<file path="src/rtl/sfpwm_pkg.sv">
package sfpwm_pkg;
  typedef enum logic {
    SPREAD_SUBFIELD = 1'b0,
    SPREAD_FULLREV  = 1'b1
  } spread_mode_e;
endpackage

</file>
<file path="src/rtl/sfpwm_counter.sv">
module sfpwm_counter #(
  parameter int CNT_W = 10
) (
  input  logic             clk,
  input  logic             rst,
  output logic [CNT_W-1:0] cnt_o,
  output logic             wrap_o
);
  always_ff @(posedge clk) begin
    if (rst) cnt_o <= '0;
    else     cnt_o <= cnt_o + 1'b1;
  end

  // last count of the period: the next edge returns to zero
  assign wrap_o = &cnt_o;
endmodule

</file>
<file path="src/rtl/sfpwm_duty_latch.sv">
module sfpwm_duty_latch
  import sfpwm_pkg::*;
#(
  parameter int DUTY_W = 11
) (
  input  logic              clk,
  input  logic              rst,
  input  logic              load_i,
  input  logic [DUTY_W-1:0] duty_i,
  input  logic              mode_i,
  input  logic              wrap_i,
  output logic [DUTY_W-1:0] act_duty_o,
  output spread_mode_e      act_mode_o
);
  logic [DUTY_W-1:0] pend_q;
  logic [DUTY_W-1:0] pend_nxt;

  // a load in the wrap clock itself still makes the next period
  assign pend_nxt = load_i ? duty_i : pend_q;

  always_ff @(posedge clk) begin
    if (rst) begin
      pend_q     <= '0;
      act_duty_o <= '0;
      act_mode_o <= SPREAD_SUBFIELD;
    end else begin
      pend_q <= pend_nxt;
      if (wrap_i) begin
        act_duty_o <= pend_nxt;
        act_mode_o <= spread_mode_e'(mode_i);
      end
    end
  end
endmodule

</file>
<file path="src/rtl/sfpwm_permute.sv">
module sfpwm_permute
  import sfpwm_pkg::*;
#(
  parameter int CNT_W   = 10,
  parameter int SUB_LOG = 2
) (
  input  logic [CNT_W-1:0] cnt_i,
  input  spread_mode_e     mode_i,
  output logic [CNT_W-1:0] perm_o
);
  logic [CNT_W-1:0] sub_map;
  logic [CNT_W-1:0] rev_map;

  // sub-field index (top bits) lands reversed in the low bits,
  // the rest of the counter moves up by SUB_LOG places
  for (genvar i = 0; i < CNT_W; i++) begin : g_map
    if (i < SUB_LOG) begin : g_low
      assign sub_map[i] = cnt_i[CNT_W-1-i];
    end else begin : g_high
      assign sub_map[i] = cnt_i[i-SUB_LOG];
    end
    assign rev_map[i] = cnt_i[CNT_W-1-i];
  end

  assign perm_o = (mode_i == SPREAD_FULLREV) ? rev_map : sub_map;
endmodule

</file>
<file path="src/rtl/sfpwm_gen.sv">
module sfpwm_gen
  import sfpwm_pkg::*;
#(
  parameter int CNT_W   = 10,
  parameter int SUB_LOG = 2
) (
  input  logic           clk,
  input  logic           rst,
  input  logic [CNT_W:0] duty_i,
  input  logic           load_i,
  input  logic           mode_i,
  output logic           pwm_o,
  output logic           period_start_o
);
  localparam int DUTY_W = CNT_W + 1;

  logic [CNT_W-1:0]  cnt;
  logic              cnt_wrap;
  logic [DUTY_W-1:0] act_duty;
  spread_mode_e      act_mode;
  logic [CNT_W-1:0]  perm;
  logic              hi_nxt;

  sfpwm_counter #(.CNT_W(CNT_W)) u_cnt (
    .clk    (clk),
    .rst    (rst),
    .cnt_o  (cnt),
    .wrap_o (cnt_wrap)
  );

  sfpwm_duty_latch #(.DUTY_W(DUTY_W)) u_duty (
    .clk        (clk),
    .rst        (rst),
    .load_i     (load_i),
    .duty_i     (duty_i),
    .mode_i     (mode_i),
    .wrap_i     (cnt_wrap),
    .act_duty_o (act_duty),
    .act_mode_o (act_mode)
  );

  sfpwm_permute #(.CNT_W(CNT_W), .SUB_LOG(SUB_LOG)) u_perm (
    .cnt_i  (cnt),
    .mode_i (act_mode),
    .perm_o (perm)
  );

  assign hi_nxt = {1'b0, perm} < act_duty;

  // both outputs registered from the same counter state, so the
  // marker lines up with the output of count zero
  always_ff @(posedge clk) begin
    if (rst) begin
      pwm_o          <= 1'b0;
      period_start_o <= 1'b0;
    end else begin
      pwm_o          <= hi_nxt;
      period_start_o <= (cnt == '0);
    end
  end
endmodule

</file>
<file path="config.mk">
export PLATFORM = sky130hd
export DESIGN_NAME = sfpwm_gen
export DESIGN_NICKNAME = d
export VERILOG_FILES = /design/src/rtl/sfpwm_pkg.sv /design/src/rtl/sfpwm_counter.sv /design/src/rtl/sfpwm_duty_latch.sv /design/src/rtl/sfpwm_permute.sv /design/src/rtl/sfpwm_gen.sv
export SDC_FILE = /design/constraint.sdc
export NUM_CORES = 1
export LEC_CHECK = 0
export ABC_AREA = 1
export BUFFER_PORTS_ARGS = -buffer_cell sky130_fd_sc_hd__buf_2
export CAP_MARGIN = 20
export CORE_ASPECT_RATIO = 0.9
export CORE_MARGIN = 2
export CORE_UTILIZATION = 58
export CTS_CLUSTER_SIZE = 25
export DETAILED_ROUTE_END_ITERATION = 6
export HOLD_SLACK_MARGIN = 0.15
export PLACE_DENSITY = 0.88
export RECOVER_POWER = 25
export SYNTH_ARGS = -nofsm -noshare
export SYNTH_HDL_FRONTEND = slang
export SYNTH_SLANG_ARGS = --single-unit
</file>
<file path="constraint.sdc">
create_clock -name clk -period 1.9 [get_ports clk]
set_clock_uncertainty 0.1 [all_clocks]
set_input_delay 0.095 -clock clk [delete_from_list [all_inputs] [get_ports clk]]
set_output_delay 0.095 -clock clk [all_outputs]
set_load 0.01 [all_outputs]
</file>
# [Word level (Yosys, flattened, before mapping)]
# Index checks and enable logic that the tools add are counted.
# W data, S select, Z words.
[totals] out_inout_bits=2 ff_bits=35 in_bits=15 word_cells=12
[op_classes] n_mux=2 n_reduce_logical=2 n_lt_le_gt_ge=1 n_addsub=1
[ops] operator="$lt A10 B11 Y1" n=1
[ops] operator="$mux W11" n=1
[ops] operator="$add A10 B1 Y10 const B" n=1
[ops] operator="$logic_not A10 Y1" n=1
[ops] operator="$mux W10" n=1
[ops] operator="$reduce_and A10 Y1" n=1

# [Longest topological paths before layout]
# Gate-level depths: netlist of the first run.
[logic_depth] ltp_word=2 ltp_mapped=11

# [Hierarchy]
# Synthesis of the first run repeated with hierarchy kept, for this count alone.
[unflattened] cells_unflattened=268 area_unflattened_um2=1779.2
[modules_own_cells] module="sfpwm_duty_latch" cells_each=122 n_inst=1 seq_area_each_um2=460.4 area_each_um2=879.6
[modules_own_cells] module="sfpwm_counter" cells_each=58 n_inst=1 seq_area_each_um2=200.2 area_each_um2=427.9
[modules_own_cells] module="sfpwm_gen" cells_each=60 n_inst=1 seq_area_each_um2=40.0 area_each_um2=351.6
[modules_own_cells] module="sfpwm_permute" cells_each=28 n_inst=1 seq_area_each_um2=0.0 area_each_um2=120.1

# [Worst setup path after synthesis of the first run]
# No wires, ideal clock.
[synth_timing] kind="register to register" start="reg u_duty.act_mode_o" end="reg pwm_o" n_path_buf=1 slack_ps=198 stages_incl_launch_ff=9 setup_time_ps=113 t_arrival_ps=1489 path_cell_list="dfxtp_1 clkbuf_1 o21ai_0 ha_1 inv_1 nor3_1 nand2_1 nor2_1 nor2_1"
[synth_between] elab_chain_len=2
[synth_rtl] element="start: declaration" line="sfpwm_duty_latch.sv:13" text="output spread_mode_e act_mode_o"
[synth_rtl] element="start signal: assignment" line="sfpwm_duty_latch.sv:30" text="act_mode_o <= spread_mode_e'(mode_i);"
[synth_rtl] element="$mux W10" line="sfpwm_permute.sv:25" text="assign perm_o = (mode_i == SPREAD_FULLREV) ? rev_map : sub_map;"
[synth_rtl] element="$lt A10 B11 Y1" line="sfpwm_gen.sv:48" text="assign hi_nxt = {1'b0, perm} < act_duty;"
[synth_rtl] element="end signal: assignment" line="sfpwm_gen.sv:57" text="pwm_o <= hi_nxt;"
[synth_rtl] element="end: declaration" line="sfpwm_gen.sv:12" text="output logic pwm_o,"
# Every way passes these cells.
# A chain may end at the register's enable or synchronous reset.

# [Final worst setup path of the first run]
# Ends and elaborated chain as after synthesis.

==> results_dict.tcl, run 1 <==
set metrics [dict create \
    vdd_drop_max_mv 0.410 \
    fmax_mhz 605 \
    synth_cell_types 22 \
    arrival_ns 1.82 \
    final.fill_count 222 \
    intPower_mw 0.992 \
    grt-ovfl-total 0 \
    numCtsBuffers 5 \
    cts-root-buf "clkbuf_4" \
    grt_pass1_vias 1827 \
    max_slew_margin 0.759 \
    postSynthCellCount 303 \
    synth_nets 329 \
    holdCritPathClass "input pin to flip-flop" \
    hpwlAfterDp_um 2660 \
    worstMarginPinSlew_ns 0.360 \
    worstPathRequired_ns 2.06 \
    h-tree-depth 2 \
    grt_usage 0.261 \
    final_common_cell "nand2_1" \
    ios 17 \
    wire_per_inst_um 11.2 \
    n_antenna_cell 0 \
    rsz0062_at_grt "false" \
    clockPowerShare 0.293 \
    maxCapViolations 0 \
    ant_nets 0 \
    cp_max_fo 17 \
    power.switching_mw 0.365 \
    syn_area_um2 1910 \
    synth-warning-count 0 \
    finalPower_mw 1.36 \
    hold_violations 0 \
    core_area_um2 3090 \
    grt_pass1_wl_um 7550 \
    p_sw_frac 0.269 \
    final_cell_mix "nand2_1, inv_1, nor2_1, dfxtp_1, dlygate4sd3_1" \
    initial_core_util 0.619 \
    die_area_um2 3770 \
    synth_top_area_frac 0.366 \
    drc_errors 0 \
    insertion_delay_ns 0.35 \
    maxSlewViolCount 0 \
    synth_area_leaders "dfxtp_1, nand2_1, inv_1, nor2_1, ha_1" \
    power.density_nw_per_um2 584 \
    outcome "finished clean" \
    viasPerCell 4.85 \
    finalSetupViolCount 0 \
    synth.ff_latch_count 35 \
    grt_max_degree 18 \
    cts_tree "built" \
    fp.dieH_um 58.5 \
    finalCriticalPeriod_ns 1.65 \
    clkSlewWorstSetupHoldPaths_ns 0.12 \
    crit_path_end_kind "flip-flop" \
    path_class "flip-flop to flip-flop" \
    critPathLaunchType "flip-flop" \
    period_share 0.870 \
    rows 19 \
    areaGrowthSynthToFinish_pct 21.5 \
    r2r_setup_slack_ns 0.25 \
    cts_sinks 35 \
    routed_wl_um 4360 \
    drive_above_1_share 0.0896 \
    leakage_nw 1.17 \
    synth.avg_cell_area_um2 6.31 \
    drt-initial-drc-count 159 \
    synth_seq_area_share 0.366 \
    dr.pass1.iters 4 \
    die_x_um 64.5 \
    p_comb_frac 0.138 \
    numPortBuffers 16 \
    finalSetupTns_ns 0 \
    clock_path_buffers 2 \
    num_vias 1882 \
    final_nets 371 \
    grt_antenna_before_repair 0 \
    yosys.area.top_type "dfxtp_1" \
    gp_congestion 0.880 \
    p_seq_frac 0.569 \
]
-- power by group through the flow --
stage	sequential (mW)	clock [mW]	combinational [mW]
2_1_floorplan	0.788	0	0.0982
3_3_place_gp	0.788	0	0.137
3_5_place_dp	0.789	0	0.142
4_1_cts	0.772	0.397	0.183
5_1_grt	0.776	0.435	0.215
6_report	0.772	0.397	0.187
-- cells by family (layout without fill, tap and decap cells) --
group / count (synthesis) / in the layout / share of synthesized area
XOR/XNOR: 1 / 1 / 0.00458
AND/OR/NAND/NOR: 164 / 164 / 0.356
flip-flops: 35 / 35 / 0.366
adder cells (fa/ha/maj): 11 / 11 / 0.0719
buffers and inverters: 74 / 117 / 0.151
AO/OA/AOI/OAI: 18 / 18 / 0.0497
-- per-layer routing --
metal / routed length (um) / GRT usage / vias up
met5: 0 / 0 / -
met4: 186 / 0.158 / 0
met3: 195 / 0.0516 / 18
met2: 2060 / 0.463 / 46
met1: 1920 / 0.294 / 832
li1: - / - / 986
-- Yosys cell counts (all sizes together) --
cell type / n
nand3: 4
nand2: 97
nor3: 2
buf: 4
a21o: 1
a21oi: 6
ha: 11
o21a: 1
nor2: 47
clkinv: 1
inv: 63
nand3b: 1
clkbuf: 6
xor2: 1
o21ai: 10
dfxtp: 35
nand4: 13
-- what timing repair did --
action | in CTS | in global routing
hold buffers | 26 | 0
setup buffers | 0 | 0
setup endpoints to repair | 0 | 3
resized for setup | 0 | 2
hold endpoints to repair | 31 | 0
-- critical path, cell delays in order (launching register included) --
cell,delay (ns)
dfxtp_2,0.49
o21ai_0,0.13
ha_1,0.29
inv_1,0.05
nor3_1,0.26
nand2_1,0.09
nor2_1,0.11
nor2_1,0.05
-- through the flow --
| step | hold slack, ns | area, um^2 | utilization | setup slack (ns) | std cells |
|---|---|---|---|---|---|
| floorplan | 0.130 | 1910 | - | 0.198 | 303 |
| global placement | 0.225 | 2030 | 0.658 | 0.195 | 356 |
| detailed placement | 0.226 | 2030 | 0.658 | 0.150 | 356 |
| CTS | 0.327 | 2340 | 0.759 | 0.0144 | 390 |
| global route | 0.301 | 2320 | 0.752 | 0.114 | 388 |
| finish | 0.210 | 2320 | 0.752 | 0.247 | 388 |
-- flip-flops by register name, summed over array words and instances, names as in the netlist --
signal	flops
pwm_o	1
u_duty.pend_q	11
u_cnt.cnt_o	10
period_start_o	1
u_duty.act_duty_o	11
u_duty.act_mode_o	1
-- area by class of cell --
class | instances | area (um^2) | share of cell area
well taps | 42 | 52.6 | 0.0226
repair buffers | 45 | 354 | 0.152
flip-flops and latches | 35 | 702 | 0.302
multi-input cells | 194 | 926 | 0.398
clock inverters | 1 | 5.00 | 0.00215
inverters | 64 | 240 | 0.103
clock buffers | 7 | 45.0 | 0.0194
-- final timing paths --
path                                       end                           start  depth (start not counted)
max                           pwm_o$_SDFF_PP0_  u_duty.act_mode_o$_SDFFE_PP0P_                          7
max reg2reg                   pwm_o$_SDFF_PP0_  u_duty.act_mode_o$_SDFFE_PP0P_                          7
min reg2reg          u_cnt.cnt_o[0]$_SDFF_PP0_       u_cnt.cnt_o[0]$_SDFF_PP0_                          1
min          u_duty.act_duty_o[9]$_SDFFE_PP0P_                          load_i                          6
Note: power is estimated with default switching activity, not from simulation.
==> run 2, diff against run 1 <==
CORE_UTILIZATION = 50   (was 58)
MAX_ROUTING_LAYER = met4   (was default)
PLACE_DENSITY = 0.79   (was 0.88)
==> run 2 against run 1 <==
Die area increased by 15%. Maximum frequency is 1.5% higher. Utilization shrank 12 points. Power increased by 9.2%. Cell area up 1.5%. Sequential share of layout area decreased by 0.43 points. Via count is 2.8% lower. First-iteration DRC count shrank 57%. Wire length is 4.4% lower. Combinational power shrank 3%. Final cell count rose by 1.3%. Count of clock-buffer cells in the layout unchanged. Critical path type unchanged. Critical endpoint unchanged.
==> results_dict.tcl, run 2 (synthesis gave the netlist of run 1 again) <==
set metrics [dict create \
    power.density_nw_per_um2 628 \
    die_area_um2 4340 \
    final_area_um2 2360 \
    rows 21 \
    maxCapViolations 0 \
    holdPathEnd "u_cnt.cnt_o[0]$_SDFF_PP0_" \
    cts_tree "built" \
    final_nets 372 \
    p_comb_frac 0.122 \
    leakage_nw 1.18 \
    path_class "flip-flop to flip-flop" \
    holdPathStages 1 \
    intPower_mw 1.10 \
    r2r_setup_slack_ns 0.27 \
    period_share 0.857 \
    maxSlewViolCount 0 \
    cts_sinks 35 \
    grt_max_degree 18 \
    hold_violations 0 \
    die_x_um 69.2 \
    max_slew_margin 0.478 \
    rr_endpoint "pwm_o$_SDFF_PP0_" \
    finalSetupTns_ns 0 \
    pre_cts_slack_ns 0.150 \
    drive_above_1_share 0.0836 \
    worstMarginPinSlew_ns 0.782 \
    n_antenna_cell 0 \
    wire_per_inst_um 10.6 \
    gp_congestion 0.919 \
    cts_setup_buffers 0 \
    grt_pass1_vias 1810 \
    core_area_um2 3700 \
    grt_usage 0.211 \
    fp.dieH_um 62.7 \
    p_sw_frac 0.255 \
    r2r_start "u_duty.act_mode_o$_SDFFE_PP0P_" \
    clock_path_buffers 2 \
    initial_core_util 0.516 \
    outcome "finished clean" \
    viasPerCell 4.66 \
    cts-root-buf "clkbuf_8" \
    areaGrowthSynthToFinish_pct 23.3 \
    critPathLaunchType "flip-flop" \
    dr.pass1.iters 4 \
    fmax_mhz 614 \
    h-tree-depth 2 \
    reg_top3 "u_duty.act_duty_o x11, u_duty.pend_q x11, u_cnt.cnt_o x10" \
    arrival_ns 1.72 \
    insertion_delay_ns 0.28 \
    drt-initial-drc-count 69 \
    grt_antenna_before_repair 0 \
    ant_nets 0 \
    finalCriticalPeriod_ns 1.63 \
    place_area_um2 2050 \
    final.fill_count 337 \
    rsz0062_at_grt "false" \
    final_cell_mix "nand2_1, inv_1, nor2_1, dfxtp_1, dlygate4sd3_1" \
    power.switching_mw 0.378 \
    grt-ovfl-total 0 \
    finalSetupViolCount 0 \
    reg2reg_depth 7 \
    crit_path_end_kind "flip-flop" \
    drc_errors 0 \
    final_util 0.637 \
    holdCritPathClass "flip-flop to flip-flop" \
    clockPowerShare 0.357 \
    routed_wl_um 4170 \
    grt_pass1_wl_um 7270 \
    num_vias 1830 \
    layout_setup_ws_ns 0.271 \
    final_common_cell "nand2_1" \
    ios 17 \
    cp_max_fo 17 \
    numCtsBuffers 5 \
    hpwlAfterDp_um 2740 \
    vdd_drop_max_mv 0.340 \
    hp-start "u_cnt.cnt_o[0]$_SDFF_PP0_" \
    clkSlewWorstSetupHoldPaths_ns 0.08 \
    p_seq_frac 0.521 \
    worstPathRequired_ns 1.99 \
    numPortBuffers 16 \
]
-- run 2: worst max-delay path by stage --
stage / end / from / slack, ns / depth (start not counted)
final: pwm_o$_SDFF_PP0_ / u_duty.act_mode_o$_SDFFE_PP0P_ / 0.27 / 7
after global routing: pwm_o$_SDFF_PP0_ / u_cnt.cnt_o[7]$_SDFF_PP0_ / 0.07 / 8
after CTS: pwm_o$_SDFF_PP0_ / u_duty.act_mode_o$_SDFFE_PP0P_ / 0.09 / 7
after detailed placement: pwm_o$_SDFF_PP0_ / u_duty.act_mode_o$_SDFFE_PP0P_ / 0.15 / 7
after global placement: pwm_o$_SDFF_PP0_ / u_duty.act_mode_o$_SDFFE_PP0P_ / 0.19 / 7
after floorplan: pwm_o$_SDFF_PP0_ / u_duty.act_mode_o$_SDFFE_PP0P_ / 0.20 / 8
-- run 2: what timing repair did --
| item | 4_1_cts | 5_1_grt |
|---|---|---|
| hold endpoints to repair | 24 | 0 |
| gates resized for setup | 0 | 1 |
| hold buffers | 24 | 0 |
| endpoints found under the setup margin | 0 | 1 |
-- run 2: layer usage --
layer	GRT usage	up-vias	part of all wire
li1	-	986	-
met2	0.365	20	0.48
met5	-	-	0
met4	0.0858	0	0.010
met1	0.232	819	0.48
met3	0.0500	5	0.028
-- run 2: final cells by class --
| cell class | count | area [um^2] | area share |
|---|---|---|---|
| flip-flops and latches | 35 | 702 | 0.298 |
| inverters | 64 | 240 | 0.102 |
| repair buffers | 46 | 354 | 0.150 |
| clock inverters | 1 | 5.00 | 0.00212 |
| multi-input cells | 194 | 923 | 0.392 |
| clock buffers | 7 | 76.3 | 0.0324 |
| well taps | 46 | 57.6 | 0.0244 |
-- run 2: per-stage QoR --
| step | power (mW) | hold slack [ns] | instances |
|---|---|---|---|
| after floorplan | 0.887 | 0.130 | 303 |
| after global placement | 0.927 | 0.227 | 361 |
| after detailed placement | 0.932 | 0.232 | 361 |
| after CTS | 1.49 | 0.393 | 393 |
| after global routing | 1.55 | 0.411 | 393 |
| final | 1.48 | 0.393 | 393 |
-- run 2: critical path, cell delays in order, from the launching register on --
cell and delay [ns]:
dfxtp_2 0.46, o21ai_0 0.14, ha_1 0.28, inv_1 0.04, nor3_1 0.24, nand2_1 0.09, nor2_1 0.12, nor2_1 0.05
-- run 2: power groups by stage --
stage               Clock, mW  Combinational [mW]  Sequential [mW]
finish                  0.528               0.181            0.772
global route            0.568               0.209            0.775
CTS                     0.534               0.182            0.772
detailed placement          0               0.143            0.789
global placement            0               0.138            0.789
floorplan                   0              0.0982            0.788
==> run 3, diff against run 2 <==
ABC_AREA = default   (was 1)
TNS_END_PERCENT = 30   (was default)
==> run 3 against run 2 <==
The run now ends with negative setup slack left. Combinational power down 20%. Maximum frequency decreased by 16%. Wire length shrank 9.0%. Flip-flop and latch count is the same. Die area down 11%. Critical endpoint unchanged. Largest cell class unchanged.
==> results_dict.tcl, run 3 <==
set metrics [dict create \
    drive_above_1_share 0.276 \
    finalSetupTns_ns -0.0323 \
    areaGrowthSynthToFinish_pct 27.9 \
    intPower_mw 1.16 \
    wire_per_inst_um 14.7 \
    clkSlewWorstSetupHoldPaths_ns 0.07 \
    crit_path_end_kind "flip-flop" \
    synth.avg_cell_area_um2 9.67 \
    hpwlAfterDp_um 2190 \
    core_area_um2 3300 \
    hp-start "rst" \
    rows 20 \
    clockPowerShare 0.392 \
    final_common_cell "dfxtp_1" \
    fp.dieH_um 59.2 \
    worstMarginPinSlew_ns 0.587 \
    r2r_setup_slack_ns -0.03 \
    syn_area_um2 1690 \
    h-tree-depth 2 \
    insertion_delay_ns 0.29 \
    drc_errors 0 \
    yosys.area.top_type "dfxtp_1" \
    ios 17 \
    vdd_drop_max_mv 0.512 \
    grt_usage 0.220 \
    path_cells "buf_6 -> mux2_4 -> ha_4 -> and4b_1 -> nand2_1 -> a21oi_1 -> a2111oi_2" \
    rsz0062_at_grt "true" \
    n_antenna_cell 0 \
    synth.ff_latch_count 35 \
    p_seq_frac 0.511 \
    num_vias 1350 \
    drt-initial-drc-count 65 \
    arrival_ns 2.01 \
    finalPower_mw 1.50 \
    gp_congestion 0.906 \
    cp_max_fo 8 \
    critPathLaunchType "flip-flop" \
    holdPathStages 2 \
    final.fill_count 261 \
    violations "negative setup slack" \
    path_class "flip-flop to flip-flop" \
    holdPathEnd "u_cnt.cnt_o[9]$_SDFF_PP0_" \
    final_cell_mix "dfxtp_1, nor2_1, nand2_1, buf_2" \
    critical_path.top_delay_family "compound AO/OA/AOI/OAI gates" \
    grt_max_degree 32 \
    maxSlewViolCount 0 \
    numPortBuffers 16 \
    die_area_um2 3870 \
    grt_antenna_before_repair 0 \
    p_sw_frac 0.228 \
    cts-root-buf "clkbuf_8" \
    hold_violations 0 \
    synth_area_leaders "dfxtp_1, ha_1, mux2i_1, nor2_1, buf_6" \
    path_depth 7 \
    max_stage_delay_ns 0.36 \
    synth_nets 201 \
    finalCriticalPeriod_ns 1.93 \
    numCtsBuffers 5 \
    viasPerCell 5.23 \
    max_slew_margin 0.609 \
    postSynthCellCount 175 \
    synth_cell_types 33 \
    p_comb_frac 0.096 \
    grt_pass1_wl_um 6090 \
    layout_setup_ws_ns -0.0323 \
    cts_sinks 35 \
    outcome "finished, violations left" \
    yosys_most_used_dff "dfxtp_1" \
    finalSetupViolCount 1 \
    r2r_start "u_duty.act_mode_o$_SDFFE_PP0P_" \
    initial_core_util 0.513 \
    synth_most_common_cell "dfxtp_1" \
    power.switching_mw 0.343 \
    yosys-top-cells-count "dfxtp_1, nor2_1, nand2_1" \
    synth_seq_area_share 0.414 \
    rr_endpoint "pwm_o$_SDFF_PP0_" \
    synth_top_area_frac 0.414 \
    dr.pass1.iters 4 \
    grt-ovfl-total 0 \
    die_x_um 65.3 \
    final_util 0.655 \
    fmax_mhz 518 \
    power.density_nw_per_um2 695 \
    cts_tree "built" \
    reg2reg_depth 7 \
    reg_top3 "u_duty.act_duty_o x11, u_duty.pend_q x11, u_cnt.cnt_o x10" \
    critPathSlowestCell "dfxtp_2" \
    ant_nets 0 \
    routed_wl_um 3790 \
    final_nets 239 \
    maxCapViolations 0 \
    ys_async_sr_fraction 0 \
    clock_path_buffers 2 \
    synth_edf_count 0 \
    grt_pass1_vias 1327 \
    worstPathRequired_ns 1.98 \
    holdCritPathClass "input pin to flip-flop" \
    leakage_nw 0.903 \
    period_share 1.02 \
    synth-warning-count 0 \
    cp_num_buf_inv 1 \
]
run 3: cell count changes after synthesis, sizes merged, moves of 3 or more:
| cell | before | now |
|---|---|---|
| buf | 4 | 8 |
| clkbuf | 6 | 2 |
| inv | 63 | 11 |
| mux2 | 0 | 6 |
| mux2i | 0 | 12 |
| nand2 | 97 | 17 |
| nand2b | 0 | 3 |
| nand4 | 13 | 1 |
| nor2 | 47 | 19 |
| o31ai | 0 | 9 |
| or3 | 0 | 3 |
run 3: cell families after synthesis:
family | share of synthesized area
AND/OR/NAND/NOR | 0.183
flip-flops | 0.414
AO/OA/AOI/OAI | 0.104
buffers and inverters | 0.0806
multiplexers | 0.111
adder cells (fa/ha/maj) | 0.0813
XOR/XNOR | 0.0259
run 3: worst reg2reg max path, stage by stage (launching register included):
cell	delay (ns)
dfxtp_2	0.36
buf_6	0.14
mux2_4	0.32
ha_4	0.22
and4b_1	0.21
nand2_1	0.07
a21oi_1	0.05
a2111oi_2	0.36
run 3: through the flow:
step	setup slack [ns]	hold slack (ns)	instance area (um^2)	std cells
floorplan	0.0184	0.151	1700	175
global placement	0.0162	0.271	1820	237
detailed placement	-0.0573	0.275	1820	237
CTS	0.00216	0.184	2070	257
global route	-0.127	0.208	2160	258
finish	-0.0323	0.188	2160	258
run 3: area by class of cell:
type | count | area (um^2) | share of cell area
Clock buffer | 8 | 100 | 0.0462
Inverter | 11 | 41.3 | 0.0191
Multi-Input combinational cell | 119 | 963 | 0.445
Sequential cell | 35 | 702 | 0.324
Tap cell | 44 | 55.1 | 0.0254
Timing Repair Buffer | 41 | 303 | 0.140
run 3: timing repair:
item,4_1_cts,5_1_grt
gates resized for setup,4,15
cloned,0,0
hold endpoints to repair,22,0
hold buffers,12,0
buffers inserted,0,1
pin swaps,1,2
setup endpoints to repair,1,1
run 3: power groups by stage:
stage,registers [mW],clock network (mW),logic [mW]
floorplan,0.784,0,0.0800
global placement,0.784,0,0.109
detailed placement,0.784,0,0.111
CTS,0.768,0.600,0.131
global route,0.770,0.628,0.159
finish,0.769,0.590,0.145
run 3: worst max-delay path by stage:
stage | from | end | slack (ns)
floorplan | u_duty.act_mode_o$_SDFFE_PP0P_ | pwm_o$_SDFF_PP0_ | 0.02
global placement | u_duty.act_mode_o$_SDFFE_PP0P_ | pwm_o$_SDFF_PP0_ | 0.02
detailed placement | u_duty.act_mode_o$_SDFFE_PP0P_ | pwm_o$_SDFF_PP0_ | -0.06
CTS | u_duty.act_mode_o$_SDFFE_PP0P_ | pwm_o$_SDFF_PP0_ | 0.002
global route | u_duty.act_mode_o$_SDFFE_PP0P_ | pwm_o$_SDFF_PP0_ | -0.13
finish | u_duty.act_mode_o$_SDFFE_PP0P_ | pwm_o$_SDFF_PP0_ | -0.03
run 3: layer usage:
| layer | routed length, um | global-route usage | vias to the layer above |
|---|---|---|---|
| met5 | 0 | - | - |
| met4 | 91 | 0.0893 | 0 |
| met3 | 150 | 0.0513 | 10 |
| met2 | 1860 | 0.378 | 31 |
| met1 | 1690 | 0.248 | 632 |
| li1 | - | - | 677 |
